**config.mk**
```make
export PLATFORM = sky130hd
export DESIGN_NAME = shw_ctrl
export DESIGN_NICKNAME = d
export VERILOG_FILES = /design/src/rtl/shw_pkg.sv /design/src/rtl/shw_cfg_regs.sv /design/src/rtl/shw_wake_detect.sv /design/src/rtl/shw_pad_hold.sv /design/src/rtl/shw_ctrl.sv
export SDC_FILE = /design/constraint.sdc
export NUM_CORES = 1
export LEC_CHECK = 0
export BUFFER_PORTS_ARGS = -buffer_cell sky130_fd_sc_hd__buf_2
export CORE_MARGIN = 2
export CORE_UTILIZATION = 48
export CTS_BUF_LIST = sky130_fd_sc_hd__clkbuf_4 sky130_fd_sc_hd__clkbuf_8 sky130_fd_sc_hd__clkbuf_16
export DETAILED_ROUTE_END_ITERATION = 10
export PLACE_DENSITY = 0.77
export SYNTH_ARGS = -nofsm -noshare
export SYNTH_HDL_FRONTEND = slang
export SYNTH_SLANG_ARGS = --single-unit
```
**constraint.sdc**
```tcl
create_clock -name clk -period 2.6 [get_ports clk]
set_input_delay 0.39 -clock clk [delete_from_list [all_inputs] [get_ports clk]]
set_output_delay 0.39 -clock clk [all_outputs]
set_load 0.02 [all_outputs]
```
**src/rtl/shw_pkg.sv**
```systemverilog
package shw_pkg;
  typedef enum logic [1:0] {
    ST_RUN  = 2'd0,
    ST_SHDN = 2'd1,
    ST_WRST = 2'd2
  } shw_state_e;
endpackage

```
**src/rtl/shw_cfg_regs.sv**
```systemverilog
// Core-domain wake configuration. These registers model flops that lose
// power in shutdown, so a clear wins over a write.
module shw_cfg_regs #(
  parameter int NPINS = 8
) (
  input  logic             clk,
  input  logic             rst,
  input  logic             clr,
  input  logic             we,
  input  logic [NPINS-1:0] en_d,
  input  logic [NPINS-1:0] pol_d,
  output logic [NPINS-1:0] en_q,
  output logic [NPINS-1:0] pol_q
);
  always_ff @(posedge clk) begin
    if (rst || clr) begin
      en_q  <= '0;
      pol_q <= '0;
    end else if (we) begin
      en_q  <= en_d;
      pol_q <= pol_d;
    end
  end

  p_clear_wins_r11: assert property (@(posedge clk) disable iff (rst)
    clr |=> (en_q == '0 && pol_q == '0));
endmodule

```
**src/rtl/shw_wake_detect.sv**
```systemverilog
// Level match per pin, always-on shadow of the wake settings, and the
// sticky per-pin wake flags.
module shw_wake_detect #(
  parameter int NPINS = 8
) (
  input  logic             clk,
  input  logic             rst,
  input  logic             capture,
  input  logic             use_shadow,
  input  logic             take,
  input  logic [NPINS-1:0] cfg_en,
  input  logic [NPINS-1:0] cfg_pol,
  input  logic [NPINS-1:0] pin_in,
  input  logic [NPINS-1:0] flag_clr,
  output logic [NPINS-1:0] hit_vec,
  output logic             any_hit,
  output logic [NPINS-1:0] flags
);
  logic [NPINS-1:0] sh_en;
  logic [NPINS-1:0] sh_pol;

  always_ff @(posedge clk) begin
    if (rst || take) begin
      sh_en  <= '0;
      sh_pol <= '0;
    end else if (capture) begin
      sh_en  <= cfg_en;
      sh_pol <= cfg_pol;
    end
  end

  for (genvar i = 0; i < NPINS; i++) begin : g_pin
    logic en_sel;
    logic pol_sel;
    assign en_sel     = use_shadow ? sh_en[i]  : cfg_en[i];
    assign pol_sel    = use_shadow ? sh_pol[i] : cfg_pol[i];
    assign hit_vec[i] = en_sel && (pin_in[i] == pol_sel);

    always_ff @(posedge clk) begin
      if (rst)
        flags[i] <= 1'b0;
      else if (take && hit_vec[i])
        flags[i] <= 1'b1;
      else if (flag_clr[i])
        flags[i] <= 1'b0;
    end
  end

  assign any_hit = |hit_vec;

  p_flag_in_shadow_r10: assert property (@(posedge clk) disable iff (rst)
    take |=> ((flags & ~$past(flags) & ~$past(sh_en)) == '0));
endmodule

```
**src/rtl/shw_pad_hold.sv**
```systemverilog
// Registered pad drive with a per-pin hold that keeps the last value.
module shw_pad_hold #(
  parameter int NPINS = 8
) (
  input  logic             clk,
  input  logic             rst,
  input  logic             hold,
  input  logic [NPINS-1:0] core_out,
  input  logic [NPINS-1:0] core_oe,
  output logic [NPINS-1:0] pad_out,
  output logic [NPINS-1:0] pad_oe
);
  for (genvar i = 0; i < NPINS; i++) begin : g_pad
    always_ff @(posedge clk) begin
      if (rst) begin
        pad_out[i] <= 1'b0;
        pad_oe[i]  <= 1'b0;
      end else if (!hold) begin
        pad_out[i] <= core_out[i];
        pad_oe[i]  <= core_oe[i];
      end
    end
  end

  p_pads_held_r8: assert property (@(posedge clk) disable iff (rst)
    (hold && $past(hold)) |-> ($stable(pad_out) && $stable(pad_oe)));
endmodule

```
**src/rtl/shw_ctrl.sv**
```systemverilog
module shw_ctrl
  import shw_pkg::*;
#(
  parameter int NPINS      = 8,
  parameter int RST_CYCLES = 8
) (
  input  logic             clk,
  input  logic             rst,
  input  logic             cfg_we,
  input  logic [NPINS-1:0] cfg_wake_en,
  input  logic [NPINS-1:0] cfg_wake_pol,
  output logic [NPINS-1:0] wake_en_q,
  output logic [NPINS-1:0] wake_pol_q,
  input  logic             shdn_cmd,
  output logic             shdn_rej,
  input  logic             io_release,
  input  logic [NPINS-1:0] pin_in,
  input  logic [NPINS-1:0] core_out,
  input  logic [NPINS-1:0] core_oe,
  output logic [NPINS-1:0] pad_out,
  output logic [NPINS-1:0] pad_oe,
  input  logic             ext_wake,
  input  logic             dbg_wake,
  output logic             core_rst,
  output logic             in_shdn,
  output logic             io_frozen,
  output logic [NPINS-1:0] wake_flags,
  input  logic [NPINS-1:0] flag_clr,
  output logic             exit_cause,
  input  logic             cause_clr
);
  localparam int CW = $clog2(RST_CYCLES + 1);
  localparam logic [CW-1:0] CNT_LOAD = CW'(RST_CYCLES - 1);

  shw_state_e       state;
  logic [CW-1:0]    rst_cnt;
  logic [NPINS-1:0] hit_vec;
  logic             any_hit;
  logic             run_st;
  logic             accept;
  logic             reject;
  logic             wake_go;

  assign run_st  = (state == ST_RUN);
  assign accept  = run_st && shdn_cmd && !any_hit;
  assign reject  = run_st && shdn_cmd && any_hit;
  assign wake_go = (state == ST_SHDN) && (any_hit || ext_wake || dbg_wake);
  assign in_shdn = (state == ST_SHDN);

  shw_cfg_regs #(.NPINS(NPINS)) u_cfg (
    .clk   (clk),
    .rst   (rst),
    .clr   (accept),
    .we    (cfg_we && run_st),
    .en_d  (cfg_wake_en),
    .pol_d (cfg_wake_pol),
    .en_q  (wake_en_q),
    .pol_q (wake_pol_q)
  );

  shw_wake_detect #(.NPINS(NPINS)) u_wake (
    .clk        (clk),
    .rst        (rst),
    .capture    (accept),
    .use_shadow (state == ST_SHDN),
    .take       (wake_go),
    .cfg_en     (wake_en_q),
    .cfg_pol    (wake_pol_q),
    .pin_in     (pin_in),
    .flag_clr   (flag_clr),
    .hit_vec    (hit_vec),
    .any_hit    (any_hit),
    .flags      (wake_flags)
  );

  shw_pad_hold #(.NPINS(NPINS)) u_pad (
    .clk      (clk),
    .rst      (rst),
    .hold     (io_frozen),
    .core_out (core_out),
    .core_oe  (core_oe),
    .pad_out  (pad_out),
    .pad_oe   (pad_oe)
  );

  // Sequencer: run -> shutdown -> wake reset -> run
  always_ff @(posedge clk) begin
    if (rst) begin
      state    <= ST_RUN;
      rst_cnt  <= '0;
      core_rst <= 1'b0;
    end else begin
      unique case (state)
        ST_RUN: begin
          if (accept) state <= ST_SHDN;
        end
        ST_SHDN: begin
          if (wake_go) begin
            state    <= ST_WRST;
            core_rst <= 1'b1;
            rst_cnt  <= CNT_LOAD;
          end
        end
        ST_WRST: begin
          if (rst_cnt == '0) begin
            state    <= ST_RUN;
            core_rst <= 1'b0;
          end else begin
            rst_cnt <= rst_cnt - 1'b1;
          end
        end
        default: begin
          state    <= ST_RUN;
          core_rst <= 1'b0;
        end
      endcase
    end
  end

  // Pad freeze, refusal status and reset cause (always-on)
  always_ff @(posedge clk) begin
    if (rst) begin
      io_frozen  <= 1'b0;
      shdn_rej   <= 1'b0;
      exit_cause <= 1'b0;
    end else begin
      if (accept)
        io_frozen <= 1'b1;
      else if (run_st && io_release)
        io_frozen <= 1'b0;

      if (accept)
        shdn_rej <= 1'b0;
      else if (reject)
        shdn_rej <= 1'b1;

      if (wake_go)
        exit_cause <= 1'b1;
      else if (cause_clr)
        exit_cause <= 1'b0;
    end
  end

  p_pulse_start_r7: assert property (@(posedge clk) disable iff (rst)
    $rose(core_rst) |-> (rst_cnt == CNT_LOAD));
  p_pulse_end_r7: assert property (@(posedge clk) disable iff (rst)
    (core_rst && rst_cnt == '0) |=> !core_rst);
  p_cfg_dead_r11: assert property (@(posedge clk) disable iff (rst)
    !run_st |-> (wake_en_q == '0 && wake_pol_q == '0));
  p_refuse_r4: assert property (@(posedge clk) disable iff (rst)
    reject |=> (state == ST_RUN && shdn_rej));
  p_cause_set_r9: assert property (@(posedge clk) disable iff (rst)
    wake_go |=> exit_cause);
  p_flag_origin_r10: assert property (@(posedge clk) disable iff (rst)
    (state != ST_SHDN) |=> ((wake_flags & ~$past(wake_flags)) == '0));
  p_hold_outside_run_r8: assert property (@(posedge clk) disable iff (rst)
    !run_st |-> io_frozen);
endmodule

```
==> results of run 1 <==
## Yosys cell counts (all sizes together), types with 2 or more instances
cell type  instances  area (µm²)
nor2b              4        25.0
o21ai              2        10.0
buf               11        86.3
o21a               5        37.5
nand3b             4        30.0
and4               2        20.0
xnor2             13         114
nand4             19         125
mux2i             16         160
nand2             36         135
o22ai              2        12.5
nor2              25        93.8
nand3              7        35.0
a21oi             29         145
a211oi            19         148
clkbuf            12        45.0
dfxtp             66        1320
xor2               4        35.0
nand2b             7        43.8
inv                5        18.8
a22oi              2        15.0
o31ai             17         141
nor3               2        10.0
## power by group
group / internal (mW) / switching (mW)
registers: 1.09 / 0.0831
logic: 0.234 / 0.386
clock network: 0.460 / 0.381
## worst reg2reg max path: cells and delay by family, from the launching register on
family | cells | cell delay [ns]
flip-flops | 1 | 0.53
AND/OR/NAND/NOR | 2 | 0.47
buffers and inverters | 1 | 0.19
AO/OA/AOI/OAI | 3 | 0.93
## logic make-up after synthesis
group | after synthesis
simple gates | 112
compound gates | 84
xor+xnor | 17
buf+inv | 28
fa+ha+maj | 1
mux | 16
flops | 66
## layer usage
metal  vias up  GRT usage (%)  wire length [µm]
met1      1312           29.8              3230
li1       1363              -                 -
met3         9           4.02               429
met4         0           10.0               107
met5         -              0                 0
met2        79           37.6              3840
## metrics by stage
| step | hold slack [ns] | util [%] | cells | power, mW |
|---|---|---|---|---|
| after CTS | 0.269 | 61.9 | 499 | 2.65 |
| final | 0.282 | 61.9 | 499 | 2.64 |
| after global routing | 0.281 | 61.9 | 499 | 2.75 |
| after global placement | 0.448 | 58.6 | 484 | 1.79 |
| after detailed placement | 0.463 | 58.6 | 484 | 1.81 |
| after floorplan | 0.452 | - | 324 | 1.62 |
## layout make-up
class                           instances  area [µm²]  area share, %
Multi-Input combinational cell        230        1500           40.6
Tap cell                               75        93.8           2.55
Sequential cell                        66        1320           35.9
Clock buffer                           10         138           3.74
Timing Repair Buffer                  108         561           15.2
Clock inverter                          5        55.1           1.49
Inverter                                5        18.8          0.509
## sequential cells by signal, summed over array words and instances (netlist names)
| register | flops |
|---|---|
| u_cfg.pol_q | 8 |
| state | 2 |
| u_pad.pad_oe | 8 |
| core_rst | 1 |
| u_pad.pad_out | 8 |
| io_frozen | 1 |
| u_wake.flags | 8 |
| rst_cnt | 4 |
| shdn_rej | 1 |
| u_wake.sh_en | 8 |
| u_wake.sh_pol | 8 |
| u_cfg.en_q | 8 |
| exit_cause | 1 |
## worst max path at each step
stage	from	depth (start not counted)	endpoint
3_3_place_gp	pin_in[7]	6	rst_cnt[1]$_SDFFE_PP0P_
6_report	state[0]$_SDFFE_PP0P_	6	rst_cnt[1]$_SDFFE_PP0P_
2_1_floorplan	u_cfg.pol_q[4]$_SDFFE_PP0P_	6	shdn_rej$_SDFFE_PP0P_
3_5_place_dp	state[0]$_SDFFE_PP0P_	6	rst_cnt[1]$_SDFFE_PP0P_
4_1_cts	state[0]$_SDFFE_PP0P_	6	rst_cnt[1]$_SDFFE_PP0P_
5_1_grt	state[0]$_SDFFE_PP0P_	7	u_wake.sh_en[7]$_SDFFE_PP0P_
==> metrics.txt, run 1 <==
CTS buffer count=9; largest family of logic cells by synthesized area=compound AO/OA/AOI/OAI gates; area delta synth->final=24.1%; Worst R2R Setup Slack=0.37 ns; HP Class=in -> reg; placed cell area=3490 µm²; number of global-route vias before repair=2519; cell depth of the worst hold path=3; setup TNS=0 ns; Cells after Synth=324; DRC viols=0; diode count=0; CTS H-tree depth=3; total wire length=7.60 mm; core area=5960 µm²; DPL Wire Length=5.59 mm; Post-CTS Setup Repair Bufs=0; first-pass GRT wire length=11.9 mm; input/output buffers=100; number of gates resized after cts=0; Yosys cell types=44; antenna violations before repair=0; f_max=0.448 GHz; final setup fails=0; Slew Viols, Final=0; Final nets=477; ANT nets after route=0; TritonCTS clock tree=yes; maximum vdd drop=505 µV; CP Capture Type=flop; num ports=101; share of layout cells above drive strength 1=31.8%; clock tree root buffer cell=clkbuf_8; unrepaired setup endpoints after global routing=false; final hold vios=0; Slew HR=62.1%; filler instances=541; clk sink count=66; GPL Wtd Cong=0.859; gr ovfl total=0; dpl ws=0.408 ns; Synth Area in XOR/XNOR=5.01%; commonest non-fill, non-tap cell in the layout=buf_2; P_leak=1.55 nW; final instance area=3680 µm²; post-synthesis mux area share=5.39%; adder-cell share of the synthesized area=0.421%; post-synthesis compound-gate area fraction=20.4%; Critical Path Fanout Max=19; clk slew on worst S/H paths=0.07 ns; critical path buffer and inverter count=1; DRT iter0 DRCs=136; Longest Clk Path Bufs=2; cell class contributing the biggest share of worst-path delay=compound AO/OA/AOI/OAI gates; Via density=5.54; drt wl/cell=15.2 µm; nature of the critical path startpoint=flop; post-synthesis cell area=2970 µm²; yosys warns=0; Pre-antenna DRT Iters=5; slowest stage delay, CP=0.53 ns; Worst Hold End=u_pad.pad_out[2]$_SDFFE_PP0N_; most frequent cells in the layout=buf_2 (100), dfxtp_1 (66), nand2_1 (36); Die X=82.7 µm; GRT Util Overall=23.0%; Post-synth EDFFs=0; reg2reg start=state[0]$_SDFFE_PP0P_; Slowest-stage cell, CP=dfxtp_1; Max Cap Viol=0; Seq cells post-synth=66; sequential element share of the synthesized area=44.5%; capturing point of the worst reg2reg path=rst_cnt[1]$_SDFFE_PP0P_; Worst Path Required=2.82 ns; Worst Slack Setup Final=0.368 ns; asr flop ratio synth=0%; hold path start=core_out[2]; status=completed; Final min period=2.23 ns; Final Cycle Share=85.8%; clk_lat worst skew=0.34 ns; Mean Syn Cell Area=9.16 µm²; CP Cell Sequence=nand2b_1, buf_4, a32oi_2, nor3b_4, a31oi_4, o311a_1; Slew @ Worst Pin=0.568 ns; Starting Density=49.9%; kind of critical path=reg -> reg; Mapped Nets=381; Arrival @ worst endpoint=2.45 ns; die area=6830 µm²; hold-fix buffer count after cts=0; die height=82.7 µm; Post-synth top flop=dfxtp_1; Final Skew=0.00566 ns; pwr dens=715 nW/µm²; Via Count=2763; largest net degree at the start of global routing=43; fraction of the mapped netlist area in simple logic gates=19.3%; FP Rows=28; r2r worst-path depth=6
No activity file was read; power rests on OpenSTA's default activity.
==> run 2: changes to the inputs <==
BUFFER_PORTS_ARGS = -buffer_cell sky130_fd_sc_hd__clkbuf_2   (was -buffer_cell sky130_fd_sc_hd__buf_2)
==> metrics.txt, run 2 (synthesis results as in run 1) <==
GRT Util Overall=23.5% (was 23.0%); GPL Wtd Cong=0.855 (was 0.859); Pre-antenna DRT Iters=4 (was 5); diode count=0 (unchanged); core area=5960 µm² (unchanged); Worst R2R Setup Slack=0.20 ns (was 0.37 ns); clk slew on worst S/H paths=0.07 ns (about the same); Final nets=477 (unchanged); number of gates resized after cts=0 (unchanged); CP Launch Point=state[1]$_SDFFE_PP0P_ (was state[0]$_SDFFE_PP0P_); clk sink count=66 (unchanged); Worst Path Required=2.82 ns (about the same); gr ovfl total=0 (unchanged); Worst Setup EP=rst_cnt[1]$_SDFFE_PP0P_ (unchanged); input/output buffers=100 (unchanged); kind of critical path=reg -> reg (unchanged); maximum vdd drop=380 µV (was 505 µV); share of layout cells above drive strength 1=31.8% (unchanged); FP Rows=28 (unchanged); unrepaired setup endpoints after global routing=false (unchanged); Arrival @ worst endpoint=2.62 ns (was 2.45 ns); Die X=82.7 µm (unchanged); DPL Wire Length=5.61 mm (was 5.59 mm); Starting Density=49.9% (unchanged); Critical Path Fanout Max=21 (was 19); reg2reg start=state[1]$_SDFFE_PP0P_ (was state[0]$_SDFFE_PP0P_); most frequent cells in the layout=clkbuf_2 (100), dfxtp_1 (66), nand2_1 (36) (was buf_2 (100), dfxtp_1 (66), nand2_1 (36)); clock tree root buffer cell=clkbuf_8 (unchanged); Final Skew=0.00858 ns (was 0.00566 ns); DRC viols=0 (unchanged); first-pass GRT wire length=12.2 mm (was 11.9 mm); Longest Clk Path Bufs=2 (unchanged); status=completed (unchanged); Slew @ Worst Pin=0.600 ns (was 0.568 ns); DRT iter0 DRCs=194 (was 136); die height=82.7 µm (unchanged); num ports=101 (unchanged); Max Cap Viol=0 (unchanged); CP Capture Type=flop (unchanged); r2r worst-path depth=6 (unchanged); Via Count=2826 (was 2763); hold-fix buffer count after cts=0 (unchanged); Slew Viols, Final=0 (unchanged); CTS H-tree depth=3 (unchanged); antenna violations before repair=0 (unchanged); Final Cycle Share=92.4% (was 85.8%); commonest non-fill, non-tap cell in the layout=clkbuf_2 (was buf_2); final hold vios=0 (unchanged); ANT nets after route=0 (unchanged); drt wl/cell=15.7 µm (was 15.2 µm); area delta synth->final=24.6% (was 24.1%); capturing point of the worst reg2reg path=rst_cnt[1]$_SDFFE_PP0P_ (unchanged); largest net degree at the start of global routing=43 (unchanged); pwr dens=731 nW/µm² (was 715 nW/µm²); final setup fails=0 (unchanged); clk_lat worst skew=0.33 ns (was 0.34 ns); f_max=0.416 GHz (was 0.448 GHz); total wire length=7.82 mm (was 7.60 mm); Post-CTS Setup Repair Bufs=0 (unchanged); nature of the critical path startpoint=flop (unchanged); Final min period=2.40 ns (was 2.23 ns); P_leak=1.55 nW (about the same); die area=6830 µm² (unchanged); TritonCTS clock tree=yes (unchanged); Slew HR=60.0% (was 62.1%); setup TNS=0 ns (unchanged); CTS buffer count=9 (unchanged); final core occ=62.1% (was 61.9%); number of global-route vias before repair=2502 (was 2519); Via density=5.66 (was 5.54); HP Class=in -> reg (unchanged)
run 2: changes by cell type in the layout (fill, tap and decap cells not counted):
cell and delta:
clkinv_2 -1, clkinvlp_4 -2, clkbuf_4 +1, clkbuf_8 +2, clkbuf_2 +100, buf_2 -100
run 2: power breakdown:
group	internal (mW)	switching, mW	leakage, nW
Combinational	0.232	0.391	0.903
Clock	0.526	0.379	0.109
Sequential	1.09	0.0839	0.539
Total	1.85	0.854	1.55
run 2: area by class of cell:
cell class / instances / area (µm²)
inverter: 5 / 18.8
clock buffer: 13 / 173
multi-input combinational: 230 / 1500
sequential: 66 / 1320
tap: 75 / 93.8
fill: 534 / 2260
timing repair buffer: 108 / 561
clock inverter: 2 / 35.0
run 2: metrics by stage:
step | area, µm² | hold WS [ns] | power [mW] | setup WS (ns) | instances
finish | 3700 | 0.268 | 2.70 | 0.198 | 499
global route | 3700 | 0.265 | 2.82 | 0.0594 | 499
CTS | 3700 | 0.260 | 2.70 | 0.232 | 499
detailed placement | 3490 | 0.469 | 1.81 | 0.278 | 484
global placement | 3490 | 0.453 | 1.80 | 0.425 | 484
floorplan | 2970 | 0.452 | 1.62 | 0.730 | 324
run 2: worst max-delay path, cell delays in order (launching register included):
cell      delay, ns
dfxtp_1        0.48
nand2b_1       0.36
inv_2          0.13
nand3_1        0.19
and4_4         0.42
a31oi_4        0.29
o311a_1        0.42
run 2: layer usage:
layer / wire length, µm / part of all wire [%] / vias up / track usage [%]
met5: 0 / 0 / - / 0
met4: 152 / 1.9 / 0 / 9.84
met3: 480 / 6.1 / 12 / 4.35
met2: 3800 / 49 / 105 / 36.0
met1: 3390 / 43 / 1344 / 32.6
li1: - / - / 1365 / -
run 2: how the worst min path moves through the flow:
stage                                 startpoint                            to  slack (ns)  cells past startpoint
floorplan           u_wake.sh_en[2]$_SDFFE_PP0P_  u_wake.sh_en[2]$_SDFFE_PP0P_        0.45                      2
global placement           shdn_rej$_SDFFE_PP0P_         shdn_rej$_SDFFE_PP0P_        0.45                      2
detailed placement         shdn_rej$_SDFFE_PP0P_         shdn_rej$_SDFFE_PP0P_        0.47                      2
CTS                              cfg_wake_pol[2]   u_cfg.pol_q[2]$_SDFFE_PP0P_        0.26                      3
global route                      cfg_wake_en[7]    u_cfg.en_q[7]$_SDFFE_PP0P_        0.26                      3
finish                           cfg_wake_pol[2]   u_cfg.pol_q[2]$_SDFFE_PP0P_        0.27                      3
==> run 3: changes to the inputs <==
CELL_PAD_IN_SITES_DETAIL_PLACEMENT = 1   (was not set)
CELL_PAD_IN_SITES_GLOBAL_PLACEMENT = 1   (was not set)
CORE_UTILIZATION = 37   (was 48)
CTS_CLUSTER_DIAMETER = 60   (was not set)
PLACE_DENSITY = not set   (was 0.77)
PLACE_DENSITY_LB_ADDON = 0.1   (was not set)
==> metrics.txt, run 3 (synthesis results as in run 1) <==
Slew Viols, Final=0 (unchanged); met3 usage=4.35% (about the same); CTS H-tree depth=3 (unchanged); clk_lat worst skew=0.34 ns (was 0.33 ns); clock tree root buffer cell=clkbuf_8 (unchanged); Via Count=2784 (was 2826); P_leak=1.56 nW (was 1.55 nW); critical path buffer and inverter count=1 (unchanged); FP Rows=32 (was 28); critical path depth in cells=6 (unchanged); status=completed (unchanged); HP Class=in -> reg (unchanged); input/output buffers=100 (unchanged); final core occ=48.1% (was 62.1%); total wire length=8.95 mm (was 7.82 mm); DRC viols=0 (unchanged); final hold vios=0 (unchanged); ANT nets after route=0 (unchanged); Post-CTS Setup Repair Bufs=0 (unchanged); number of global-route vias before repair=2758 (was 2502); slowest stage delay, CP=0.49 ns (was 0.48 ns); clock power share=32.3% (was 33.5%); cell depth of the worst hold path=3 (unchanged); antenna violations before repair=0 (unchanged); filler instances=947 (was 534); share of layout cells above drive strength 1=32.2% (was 31.8%); largest net degree at the start of global routing=43 (unchanged); Worst Path Required=2.82 ns (about the same); final setup fails=0 (unchanged); Final Cycle Share=84.3% (was 92.4%); num ports=101 (unchanged); NetSw=0.867 mW (was 0.854 mW); clk slew on worst S/H paths=0.07 ns (about the same); Slew HR=59.1% (was 60.0%); commonest non-fill, non-tap cell in the layout=clkbuf_2 (unchanged); first-pass GRT wire length=14.3 mm (was 12.2 mm); Arrival @ worst endpoint=2.42 ns (was 2.62 ns); area delta synth->final=25.7% (was 24.6%); combinational fraction of design power=23.8% (was 23.1%); DPL Wire Length=6.54 mm (was 5.61 mm); Slowest-stage cell, CP=dfxtp_1 (unchanged); Via density=5.27 (was 5.66); Power Internal=1.81 mW (was 1.85 mW); GR peak layer=met2 (unchanged); GRT Util Overall=21.1% (was 23.5%); f_max=0.456 GHz (was 0.416 GHz); Die X=93.6 µm (was 82.7 µm); setup TNS=0 ns (unchanged); GR met1 Demand/Resource=29.2% (was 32.6%); CP Cell Sequence=nand2b_1, buf_4, a32oi_2, nor3b_4, a31oi_4, o311a_1 (was nand2b_1, inv_2, nand3_1, and4_4, a31oi_4, o311a_1); CP Capture Type=flop (unchanged); nature of the critical path startpoint=flop (unchanged); Final min period=2.19 ns (was 2.40 ns); switching share of power=32.4% (was 31.6%); TritonCTS clock tree=yes (unchanged); Reg power frac=43.9% (was 43.5%); Pre-antenna DRT Iters=4 (unchanged); pwr dens=717 nW/µm² (was 731 nW/µm²); maximum vdd drop=310 µV (was 380 µV); drt wl/cell=16.9 µm (was 15.7 µm); grt met2 use=32.3% (was 36.0%); kind of critical path=reg -> reg (unchanged); DRT iter0 DRCs=118 (was 194); most frequent cells in the layout=clkbuf_2 (100), dfxtp_1 (66), nand2_1 (36) (unchanged); Final nets=479 (was 477); multi-input logic area=1500 µm² (unchanged); hold-fix buffer count after cts=0 (unchanged); clk sink count=66 (unchanged); Longest Clk Path Bufs=2 (unchanged); Critical Path Fanout Max=19 (was 21); Max Cap Viol=0 (unchanged); CTS buffer count=9 (unchanged); number of gates resized after cts=0 (unchanged); r2r worst-path depth=6 (unchanged); GPL Wtd Cong=0.790 (was 0.855); die height=93.6 µm (was 82.7 µm); register cell area after layout=1320 µm² (unchanged); Starting Density=38.2% (was 49.9%); die area=8760 µm² (was 6830 µm²); diode count=0 (unchanged); core area=7770 µm² (was 5960 µm²); Final Skew=0.0118 ns (was 0.00858 ns); gr ovfl total=0 (unchanged); cell class contributing the biggest share of worst-path delay=compound AO/OA/AOI/OAI gates (was simple AND/OR/NAND/NOR gates); unrepaired setup endpoints after global routing=false (unchanged); Slew @ Worst Pin=0.614 ns (was 0.600 ns)
-- run 3: path summary, 6_finish.rpt --
check,endpoint,from,slack [ns]
worst max register to register,rst_cnt[1]$_SDFFE_PP0P_,state[0]$_SDFFE_PP0P_,0.41
worst max-delay path,rst_cnt[1]$_SDFFE_PP0P_,state[0]$_SDFFE_PP0P_,0.41
worst min register to register,exit_cause$_SDFFE_PP0P_,exit_cause$_SDFFE_PP0P_,0.48
worst min-delay path,u_cfg.pol_q[2]$_SDFFE_PP0P_,cfg_wake_pol[2],0.27
-- run 3: tightest hold or removal path, stage by stage --
cell and delay [ns]:
clkbuf_2 0.08, nand2_1 0.04, a21oi_1 0.05
-- run 3: layout make-up --
type	instances	share of cell area, %
clock buffer	12	4.09
clock inverter	3	1.07
inverter	5	0.503
multi-input combinational	230	40.1
sequential	66	35.4
tap	102	3.42
timing repair buffer	110	15.4
-- run 3: metal layers --
| metal | vias up | wire length [µm] | part of all wire [%] |
|---|---|---|---|
| met1 | 1331 | 4120 | 46 |
| met3 | 12 | 449 | 5.0 |
| li1 | 1361 | - | - |
| met4 | 0 | 140 | 1.6 |
| met2 | 80 | 4240 | 47 |
| met5 | - | 0 | 0 |
-- run 3: stage by stage --
step | hold WS (ns) | cells | total power, mW | setup slack [ns] | cell area (µm²)
2_1_floorplan | 0.452 | 324 | 1.62 | 0.730 | 2970
3_3_place_gp | 0.453 | 513 | 1.82 | 0.386 | 3540
3_5_place_dp | 0.471 | 513 | 1.84 | 0.385 | 3540
4_1_cts | 0.259 | 528 | 2.70 | 0.404 | 3730
5_1_grt | 0.271 | 528 | 2.82 | 0.217 | 3730
6_report | 0.267 | 528 | 2.68 | 0.407 | 3730
-- run 3: power groups by stage --
stage	Sequential [mW]	Combinational, mW	Clock (mW)
final	1.18	0.637	0.865
after global routing	1.19	0.698	0.935
after CTS	1.18	0.641	0.887
after detailed placement	1.20	0.639	0
after global placement	1.19	0.630	0
after floorplan	1.24	0.383	0
